[src/rtl/wdog_pkg.sv]
package wdog_pkg;
    localparam int PS_W    = 8;
    localparam int RATIO_W = 3;

    typedef logic [RATIO_W-1:0] ratio_t;

    // postscaler state: running count and last seen owner bit
    typedef struct packed {
        logic [PS_W-1:0] cnt;
        logic            owner_prev;
    } post_state_t;
endpackage

[src/rtl/wdog_base.sv]
// Base tick counter: raises ovf on the tick that completes BASE_TICKS.
module wdog_base #(
    parameter int BASE_TICKS = 288
) (
    input  logic clk,
    input  logic rst_n,
    input  logic clear,
    input  logic tick,
    output logic ovf
);
    localparam int CW = (BASE_TICKS > 2) ? $clog2(BASE_TICKS) : 1;
    localparam logic [CW-1:0] LAST = CW'(BASE_TICKS - 1);

    typedef struct packed {
        logic [CW-1:0] cnt;
    } base_state_t;

    base_state_t q, d;

    assign ovf = tick && !clear && (q.cnt == LAST);

    always_comb begin
        d = q;
        if (clear) begin
            d.cnt = '0;
        end else if (tick) begin
            d.cnt = ovf ? '0 : q.cnt + CW'(1);
        end
    end

    always_ff @(posedge clk or negedge rst_n) begin
        if (!rst_n) q <= '0;
        else        q <= d;
    end
endmodule

[src/rtl/wdog_post.sv]
// Shared postscaler, watchdog side.
module wdog_post
    import wdog_pkg::*;
(
    input  logic   clk,
    input  logic   rst_n,
    input  logic   ovf,
    input  logic   owned,
    input  ratio_t ratio,
    input  logic   clear_req,
    input  logic   hold_rst,
    output logic   owner_chg,
    output logic   expire
);
    post_state_t q, d;
    logic [PS_W-1:0] lim;
    logic            at_lim;

    assign owner_chg = (owned != q.owner_prev);
    // 2^r - 1 as terminal count
    assign lim    = ~({PS_W{1'b1}} << ratio);
    // >= so a lowered ratio ends at the next overflow
    assign at_lim = (q.cnt >= lim);
    assign expire = ovf && (!owned || at_lim);

    always_comb begin
        d            = q;
        d.owner_prev = owned;
        if (hold_rst || owner_chg || (clear_req && owned)) begin
            d.cnt = '0;
        end else if (ovf && owned) begin
            d.cnt = at_lim ? '0 : q.cnt + PS_W'(1);
        end
    end

    always_ff @(posedge clk or negedge rst_n) begin
        if (!rst_n) q <= '0;
        else        q <= d;
    end
endmodule

[src/rtl/wdog_rstgen.sv]
// Reset pulse, status bit and sleep tracking.
module wdog_rstgen #(
    parameter int RST_CYCLES = 16
) (
    input  logic clk,
    input  logic rst_n,
    input  logic expire,
    input  logic clr_ok,
    input  logic sleep_ok,
    output logic dev_rst,
    output logic to_flag,
    output logic wake
);
    localparam int RW = $clog2(RST_CYCLES + 1);
    localparam logic [RW-1:0] PULSE = RW'(RST_CYCLES);

    typedef struct packed {
        logic [RW-1:0] left;
        logic          flag;
        logic          asleep;
        logic          wake;
    } rst_state_t;

    rst_state_t q, d;

    always_comb begin
        d      = q;
        d.wake = 1'b0;
        if (q.left != '0) begin
            d.left = q.left - RW'(1);
        end else begin
            if (clr_ok)   d.flag   = 1'b1;
            if (sleep_ok) d.asleep = 1'b1;
            if (expire) begin
                d.left   = PULSE;
                d.flag   = 1'b0;
                d.wake   = q.asleep;
                d.asleep = 1'b0;
            end
        end
    end

    always_ff @(posedge clk or negedge rst_n) begin
        if (!rst_n) q <= '{left: '0, flag: 1'b1, asleep: 1'b0, wake: 1'b0};
        else        q <= d;
    end

    assign dev_rst = (q.left != '0);
    assign to_flag = q.flag;
    assign wake    = q.wake;
endmodule

[src/rtl/wdog_guard.sv]
module wdog_guard
    import wdog_pkg::*;
#(
    parameter int BASE_TICKS = 288,
    parameter int RST_CYCLES = 16
) (
    input  logic       clk,
    input  logic       rst_n,
    input  logic       wd_tick,
    input  logic       wd_enable,
    input  logic       ps_to_wdog,
    input  logic [2:0] ps_ratio,
    input  logic       clr_wdog,
    input  logic       sleep_enter,
    output logic       dev_rst,
    output logic       to_flag,
    output logic       wake
);
    logic in_rst, clr_ok, sleep_ok, owner_chg, tick_ok, ovf, expire;

    assign clr_ok   = clr_wdog    && !in_rst;
    assign sleep_ok = sleep_enter && !in_rst;
    // a tick coinciding with any restart is dropped; disabled stops counting
    assign tick_ok  = wd_tick && wd_enable && !in_rst && !clr_ok && !sleep_ok && !owner_chg;

    wdog_base #(.BASE_TICKS(BASE_TICKS)) u_base (
        .clk   (clk),
        .rst_n (rst_n),
        .clear (in_rst || clr_ok || sleep_ok),
        .tick  (tick_ok),
        .ovf   (ovf)
    );

    wdog_post u_post (
        .clk       (clk),
        .rst_n     (rst_n),
        .ovf       (ovf),
        .owned     (ps_to_wdog),
        .ratio     (ratio_t'(ps_ratio)),
        .clear_req (clr_ok || sleep_ok),
        .hold_rst  (in_rst),
        .owner_chg (owner_chg),
        .expire    (expire)
    );

    wdog_rstgen #(.RST_CYCLES(RST_CYCLES)) u_rst (
        .clk      (clk),
        .rst_n    (rst_n),
        .expire   (expire),
        .clr_ok   (clr_ok),
        .sleep_ok (sleep_ok),
        .dev_rst  (dev_rst),
        .to_flag  (to_flag),
        .wake     (wake)
    );

    assign in_rst = dev_rst;
endmodule

[config.mk]
export PLATFORM = sky130hd
export DESIGN_NAME = wdog_guard
export DESIGN_NICKNAME = d
export VERILOG_FILES = /design/src/rtl/wdog_pkg.sv /design/src/rtl/wdog_base.sv /design/src/rtl/wdog_post.sv /design/src/rtl/wdog_rstgen.sv /design/src/rtl/wdog_guard.sv
export SDC_FILE = /design/constraint.sdc
export NUM_CORES = 1
export LEC_CHECK = 0
export BUFFER_PORTS_ARGS = -buffer_cell sky130_fd_sc_hd__buf_2
export CAP_MARGIN = 25
export CORE_ASPECT_RATIO = 1.1
export CORE_MARGIN = 1.5
export CORE_UTILIZATION = 59
export CTS_BUF_LIST = sky130_fd_sc_hd__clkbuf_16
export CTS_CLUSTER_DIAMETER = 100
export CTS_CLUSTER_SIZE = 16
export DETAILED_ROUTE_END_ITERATION = 12
export HOLD_SLACK_MARGIN = 0.03
export PLACE_DENSITY = 0.79
export SKIP_CTS_REPAIR_TIMING = 1
export SLEW_MARGIN = 20
export SYNTH_ARGS = -nofsm -noshare
export SYNTH_HDL_FRONTEND = slang
export SYNTH_HIERARCHICAL = 1
export SYNTH_SLANG_ARGS = --single-unit
export TNS_END_PERCENT = 30
[constraint.sdc]
create_clock -name clk -period 3.8 [get_ports clk]
set_input_delay 0.76 -clock clk [delete_from_list [all_inputs] [get_ports clk]]
set_output_delay 0.76 -clock clk [all_outputs]
set_load 0.01 [all_outputs]
After elaboration in Yosys (flattened, before gate mapping)

Cells that the tools add are included.

Output and inout port bits: 3
Logic and storage cells: 59
Bits in registers: 26

Bitwise gates (word level): 2
Add/sub/neg operators: 3
Mux-type cells: 11
Shifts and indexed selects: 1
Reduce and logical (&&, ||, !) cells: 32
$lt $le $gt $ge: 1
Equal/unequal tests: 2

Operators by type and width:

| kind                | count |
|---|---|
| $mux 8              | 4 |
| $mux 9              | 3 |
| $logic_and 1x1->1   | 12 |
| $reduce_bool 2->1   | 5 |
| $add 9x1->9 const B | 1 |
| $eq 9x9->1 const B  | 1 |
| $add 8x1->8 const B | 1 |
| $ge 8x8->1          | 1 |
| $not 8->8           | 1 |
| $shl 8x3->8 const A | 1 |
| $logic_not 1->1     | 6 |
| $logic_or 1x1->1    | 6 |
| $mux 5              | 1 |
| $reduce_bool 5->1   | 1 |
| $sub 5x1->5 const B | 1 |
| $reduce_and 2->1    | 2 |
| $mux 1              | 3 |
| $ne 1x1->1          | 1 |
| $not 1->1           | 1 |

Depth between registers and ports, before layout

Depth in word-level cells: 12
Depth in mapped cells: 15

Hierarchy

The synthesis kept the hierarchy.

By module, submodules not included:

| module      | area each (µm²) | sequential area each (µm²) | instances | cells each |
|---|---|---|---|---|
| wdog_post   | 679.4           | 225.2                      | 1         | 78 |
| wdog_base   | 505.5           | 225.2                      | 1         | 53 |
| wdog_rstgen | 361.6           | 201.4                      | 1         | 32 |
| wdog_guard  | 47.5            | 0.0                        | 1         | 7 |

Worst setup path after synthesis

Ideal clock, no wire load.

Kind: register to register
Start: register u_rst/q[3] in the netlist's numbering
End: register u_post/q[6] in the netlist's numbering
Required time: 3.674 ns
Library setup time: 0.126 ns
Arrival: 2.876 ns
Clock period less this slack: 3.002 ns
Stages on the path, launching flop included: 14
Setup slack: 0.798 ns
Cells stage by stage: dfrtp_1 > inv_1 > ha_1 > nor4b_4 > buf_6 > inv_2 > or3_4 > nor3_2 > nand2b_1 > nor3_1 > o22ai_1 > and2b_1 > buf_6 > a221o_1

Word-level cells in the longest chain between the ends: 11

RTL lines:

| item                               | line                                                 | source |
|---|---|---|
| start: declaration                 | wdog_rstgen.sv:24                                    | `rst_state_t q, d;` |
| start signal: assignment           | wdog_rstgen.sv:44                                    | `if (!rst_n) q <= '{left: '0, flag: 1'b1, asleep: 1'b0, wake: 1'b0};` |
| $reduce_bool 5->1 (*)              | wdog_rstgen.sv:48                                    | `assign dev_rst = (q.left != '0);` |
| via dev_rst                        | wdog_guard.sv:15                                     | `output logic dev_rst,` |
| $logic_not 1->1 (*)                | wdog_guard.sv:21, wdog_guard.sv:22, wdog_guard.sv:24 |  |
| $logic_and 1x1->1                  | wdog_guard.sv:21                                     | `assign clr_ok = clr_wdog && !in_rst;` |
| $logic_not 1->1                    | wdog_guard.sv:24                                     | `assign tick_ok = wd_tick && wd_enable && !in_rst && !clr_ok && !sleep_ok && !owner_chg;` |
| $logic_and 1x1->1                  | wdog_guard.sv:24                                     |  |
| $logic_and 1x1->1 (*) (2 in a row) | wdog_guard.sv:24                                     |  |
| via tick_ok                        | wdog_guard.sv:19                                     | `logic in_rst, clr_ok, sleep_ok, owner_chg, tick_ok, ovf, expire;` |
| $logic_and 1x1->1 (*) (2 in a row) | wdog_base.sv:20                                      | `assign ovf = tick && !clear && (q.cnt == LAST);` |
| via ovf                            | wdog_guard.sv:19                                     |  |
| $logic_and 1x1->1 (*)              | wdog_post.sv:31                                      | `end else if (ovf && owned) begin` |
| $reduce_bool 2->1 (no line) (*)    | --                                                   |  |
| end signal: assignment             | wdog_post.sv:37                                      | `if (!rst_n) q <= '0;` |
| end signal: assignment             | wdog_post.sv:38                                      | `else q <= d;` |
| end: declaration                   | wdog_post.sv:15                                      | `post_state_t q, d;` |

Mark *: on every way through the listed nets, which the timed path passes. The rest lies on a longest branch.
A chain may end at the register's enable or synchronous reset.

Worst setup path after layout

Start: register u_rst/q[3] in the netlist's numbering
End: register u_rst/q[4] in the netlist's numbering

Word-level cells in the longest chain between the ends: 11

RTL lines:

| item                               | line                                                 | source |
|---|---|---|
| $reduce_bool 5->1 (*)              | wdog_rstgen.sv:48                                    |  |
| $logic_not 1->1 (*)                | wdog_guard.sv:21, wdog_guard.sv:22, wdog_guard.sv:24 |  |
| $logic_and 1x1->1                  | wdog_guard.sv:21                                     |  |
| $logic_not 1->1                    | wdog_guard.sv:24                                     |  |
| $logic_and 1x1->1                  | wdog_guard.sv:24                                     |  |
| $logic_and 1x1->1 (*) (2 in a row) | wdog_guard.sv:24                                     |  |
| via tick_ok                        | wdog_guard.sv:19                                     |  |
| $logic_and 1x1->1 (*) (2 in a row) | wdog_base.sv:20                                      |  |
| via ovf                            | wdog_guard.sv:19                                     |  |
| $logic_and 1x1->1 (*)              | wdog_post.sv:24                                      | `assign expire = ovf && (!owned \|\| at_lim);` |
| via expire                         | wdog_guard.sv:19                                     |  |
| $reduce_bool 2->1 (no line) (*)    | --                                                   |  |

Marks and branches as above.

==> out/qor.csv <==
stage,metric,value,unit
routing,# DRC,0,
die,cell row count,19,
place,area post-placement,1680,um2
setup_path,Worst R2R Setup Slack,0.55,ns
die,DIE AREA,3020,um2
grt,Total GRT Usage,23.9,%
die,die width,52.6,um
clocking,H-tree Lvls,1,
die,IO Count,13,
yosys,Yosys cell types,49,
timing,Pins Over Slew Limit,0,
pwr,Power Total,558,uW
setup_path,Critical Path Start Type,register,
routing,Routed wire per std cell,14.5,um
layout,synthesis-to-layout area growth,10.2,%
yosys,Synth Cell Area,1590,um2
routing,via count,1317,
setup_path,Crit Path Category,reg -> reg,
setup_path,nature of the critical path endpoint,register,
hold_path,Hold/Removal Path Class,in -> async,
layout,register area,652,um2
grt,first-pass GRT wire length,5.45,mm
clocking,CTS tree,yes,
place,PortBufs,12,
timing,final period utilization,85.5,%
layout,Finished Cell Area,1760,um2
setup_path,"slowest stage cell, crit path",a21boi_0,
routing,"antenna viol nets, final",0,
layout,footprint of the multi-input gates,897,um2
yosys,post-synthesis register bit count,26,
layout,Final nets,206,
timing,Max transition margin,62.0,%
clocking,CTS sink count,26,
timing,Tmin final,3.25,ns
pwr,VDD IR max,0.000288,V
yosys,Syn Area/Cell,9.38,um2
clocking,root buf cell,clkbuf_16,
routing,total wire length,3.12,mm
timing,Final TNS setup,0,ns
yosys,ys async rst share,100,%
yosys,"Seq/Total Area, Yosys",40.9,%
yosys,Syn Nets,190,
place,Routability Congestion,0.786,
clocking,Clock Pin Slew Worst Setup and Hold Paths,0.06,ns
die,Die Y-Extent,57.5,um
pwr,Leakage,0.818,nW
setup_path,"Req. time, crit path",3.94,ns
setup_path,"Critical Path, Cell by Cell",inv_1 > ha_1 > nor4b_4 > inv_2 > or3_4 > nor3_2 > nand2b_1 > nor3_1 > a21boi_0 > o21ai_0 > a21boi_1,
status,status,completed,
die,Core Box Area,2540,um2
routing,DRT iter0 DRCs,61,
routing,vias per cell,6.10,
grt,initial antenna violation count,0,
timing,Max Fclk,0.308,GHz
grt,total grt overflow,0,
setup_path,crit path max fanout,9,
timing,RSZ-0062 raised after global routing,false,
yosys,Synth Warn #,6,
setup_path,Worst R2R Start,u_rst/q[3]$_DFFE_PN0P_,
timing,Final Hold Fails,0,
routing,drt pass-1 iters,4,
pwr,Cell Pwr Density,318,nW/um2
yosys,Synth Instances,170,
setup_path,CP bufs+invs,2,
timing,Final setup viols,0,
clocking,clk buf depth,2,
die,Starting Density,62.7,%
setup_path,crit-path max cell delay,0.52,ns
timing,Clock Skews,0.00326,ns
layout,filler instances,196,
clocking,CTS Buf Count,3,
yosys,Synth Flop Type,dfrtp_1,
place,post-DP HPWL,2.38,mm
yosys,Post-synth EDFFs,0,
setup_path,cell family with most CP delay,simple AND/OR/NAND/NOR gates,
clocking,Skew-Pair Late Insertion Delay,0.26,ns
flow_run,max cap viols,0,
layout,# diodes,0,
setup_path,R2R Path End,u_rst/q[4]$_DFFE_PN0P_,
setup_path,arrival time at the worst endpoint,3.39,ns
setup_path,worst r2r path cells,11,
layout,fraction of layout cells with a size suffix above 1,17.8,%
grt,largest net degree at the start of global routing,27,
timing,worst-margin pin slew,0.565,ns
grt,vias in the first global route,1286,
## cells in the final DEF, fill, tap and decap left out, types with 2 or more instances in the layout
master,Yosys,final
nor3_1,4,4
or3_1,3,3
or4_1,2,2
a21oi_1,13,13
o21ai_0,13,13
nand2b_1,2,2
ha_1,10,10
o21ai_1,3,3
o211ai_1,4,4
nor2b_1,4,4
clkbuf_16,0,3
xor2_1,3,3
inv_1,5,6
and3_1,2,2
nand2_1,21,21
a22o_1,2,2
dfrtp_1,25,25
nor2_1,11,11
buf_2,0,12
or2b_1,2,2
nand3_1,8,8
nor3_2,2,2
nand3b_1,2,2
## sequential cells by signal (all words and copies together) (netlist names)
name and flops:
u_rst/wake 1, u_post/q 9, u_rst/q 6, u_base/q 9
u_rst/to_flag 1
## power by group
part	internal (mW)	total [mW]	switching, mW
Combinational	0.0173	0.0455	0.0281
Sequential	0.280	0.283	0.00302
Clock	0.141	0.230	0.0897
## worst max-delay path by stage
stage | start | endpoint | cells after the start
after global routing | u_rst/q[4]$_DFFE_PN0P_ | u_rst/q[4]$_DFFE_PN0P_ | 11
after detailed placement | u_rst/q[3]$_DFFE_PN0P_ | u_rst/q[4]$_DFFE_PN0P_ | 11
after global placement | u_rst/q[3]$_DFFE_PN0P_ | u_rst/q[4]$_DFFE_PN0P_ | 11
final | u_rst/q[3]$_DFFE_PN0P_ | u_rst/q[4]$_DFFE_PN0P_ | 11
after CTS | u_rst/q[3]$_DFFE_PN0P_ | u_rst/q[4]$_DFFE_PN0P_ | 11
after floorplan | u_rst/q[3]$_DFFE_PN0P_ | u_post/q[6]$_DFFE_PN0P_ | 13
## routing by layer
layer / vias up / GRT usage [%] / share of wire, %
li1: 647 / - / -
met1: 644 / 27.3 / 42
met2: 22 / 44.1 / 54
met3: 4 / 3.93 / 2.8
met4: 0 / 8.06 / 0.80
met5: - / 0 / 0
## cells by family after synthesis
family / count (synthesis) / share of synthesized area [%]
xor+xnor: 3 / 1.65
buf+inv: 8 / 2.83
fa+ha+maj: 10 / 7.85
simple gates: 77 / 28.6
compound gates: 45 / 17.5
flops: 26 / 40.9
mux: 1 / 0.706
## synth_stat cells, drive strengths merged (3+ instances only)
master / number / area [um2]
a21oi: 13 / 65.1
nand2: 21 / 78.8
o211ai: 4 / 30.0
nor2b: 4 / 25.0
nand3: 8 / 40.0
ha: 10 / 125
nor3: 6 / 40.0
dfrtp: 25 / 626
inv: 6 / 22.5
nor2: 12 / 47.6
xor2: 3 / 26.3
o21ai: 17 / 88.8
or3: 5 / 37.5
## final cells by class
cell class	instances	area share, %
tap	31	2.21
timing repair buffer	13	3.85
clock inverter	1	0.214
sequential	26	37.1
multi-input combinational	136	51.1
inverter	6	1.28
clock buffer	3	4.27
## per-stage QoR
| step | worst slack [ns] | utilization, % | cells | hold WS, ns |
|---|---|---|---|---|
| 2_1_floorplan | 0.798 | - | 170 | 0.464 |
| 3_3_place_gp | 0.784 | 66.0 | 212 | 0.493 |
| 3_5_place_dp | 0.614 | 66.0 | 212 | 0.509 |
| 5_1_grt | 0.198 | 69.1 | 216 | 0.541 |
| 6_report | 0.551 | 69.1 | 216 | 0.491 |
| 4_1_cts | 0.578 | 69.1 | 216 | 0.508 |
No activity file was read; power rests on OpenSTA's default activity.
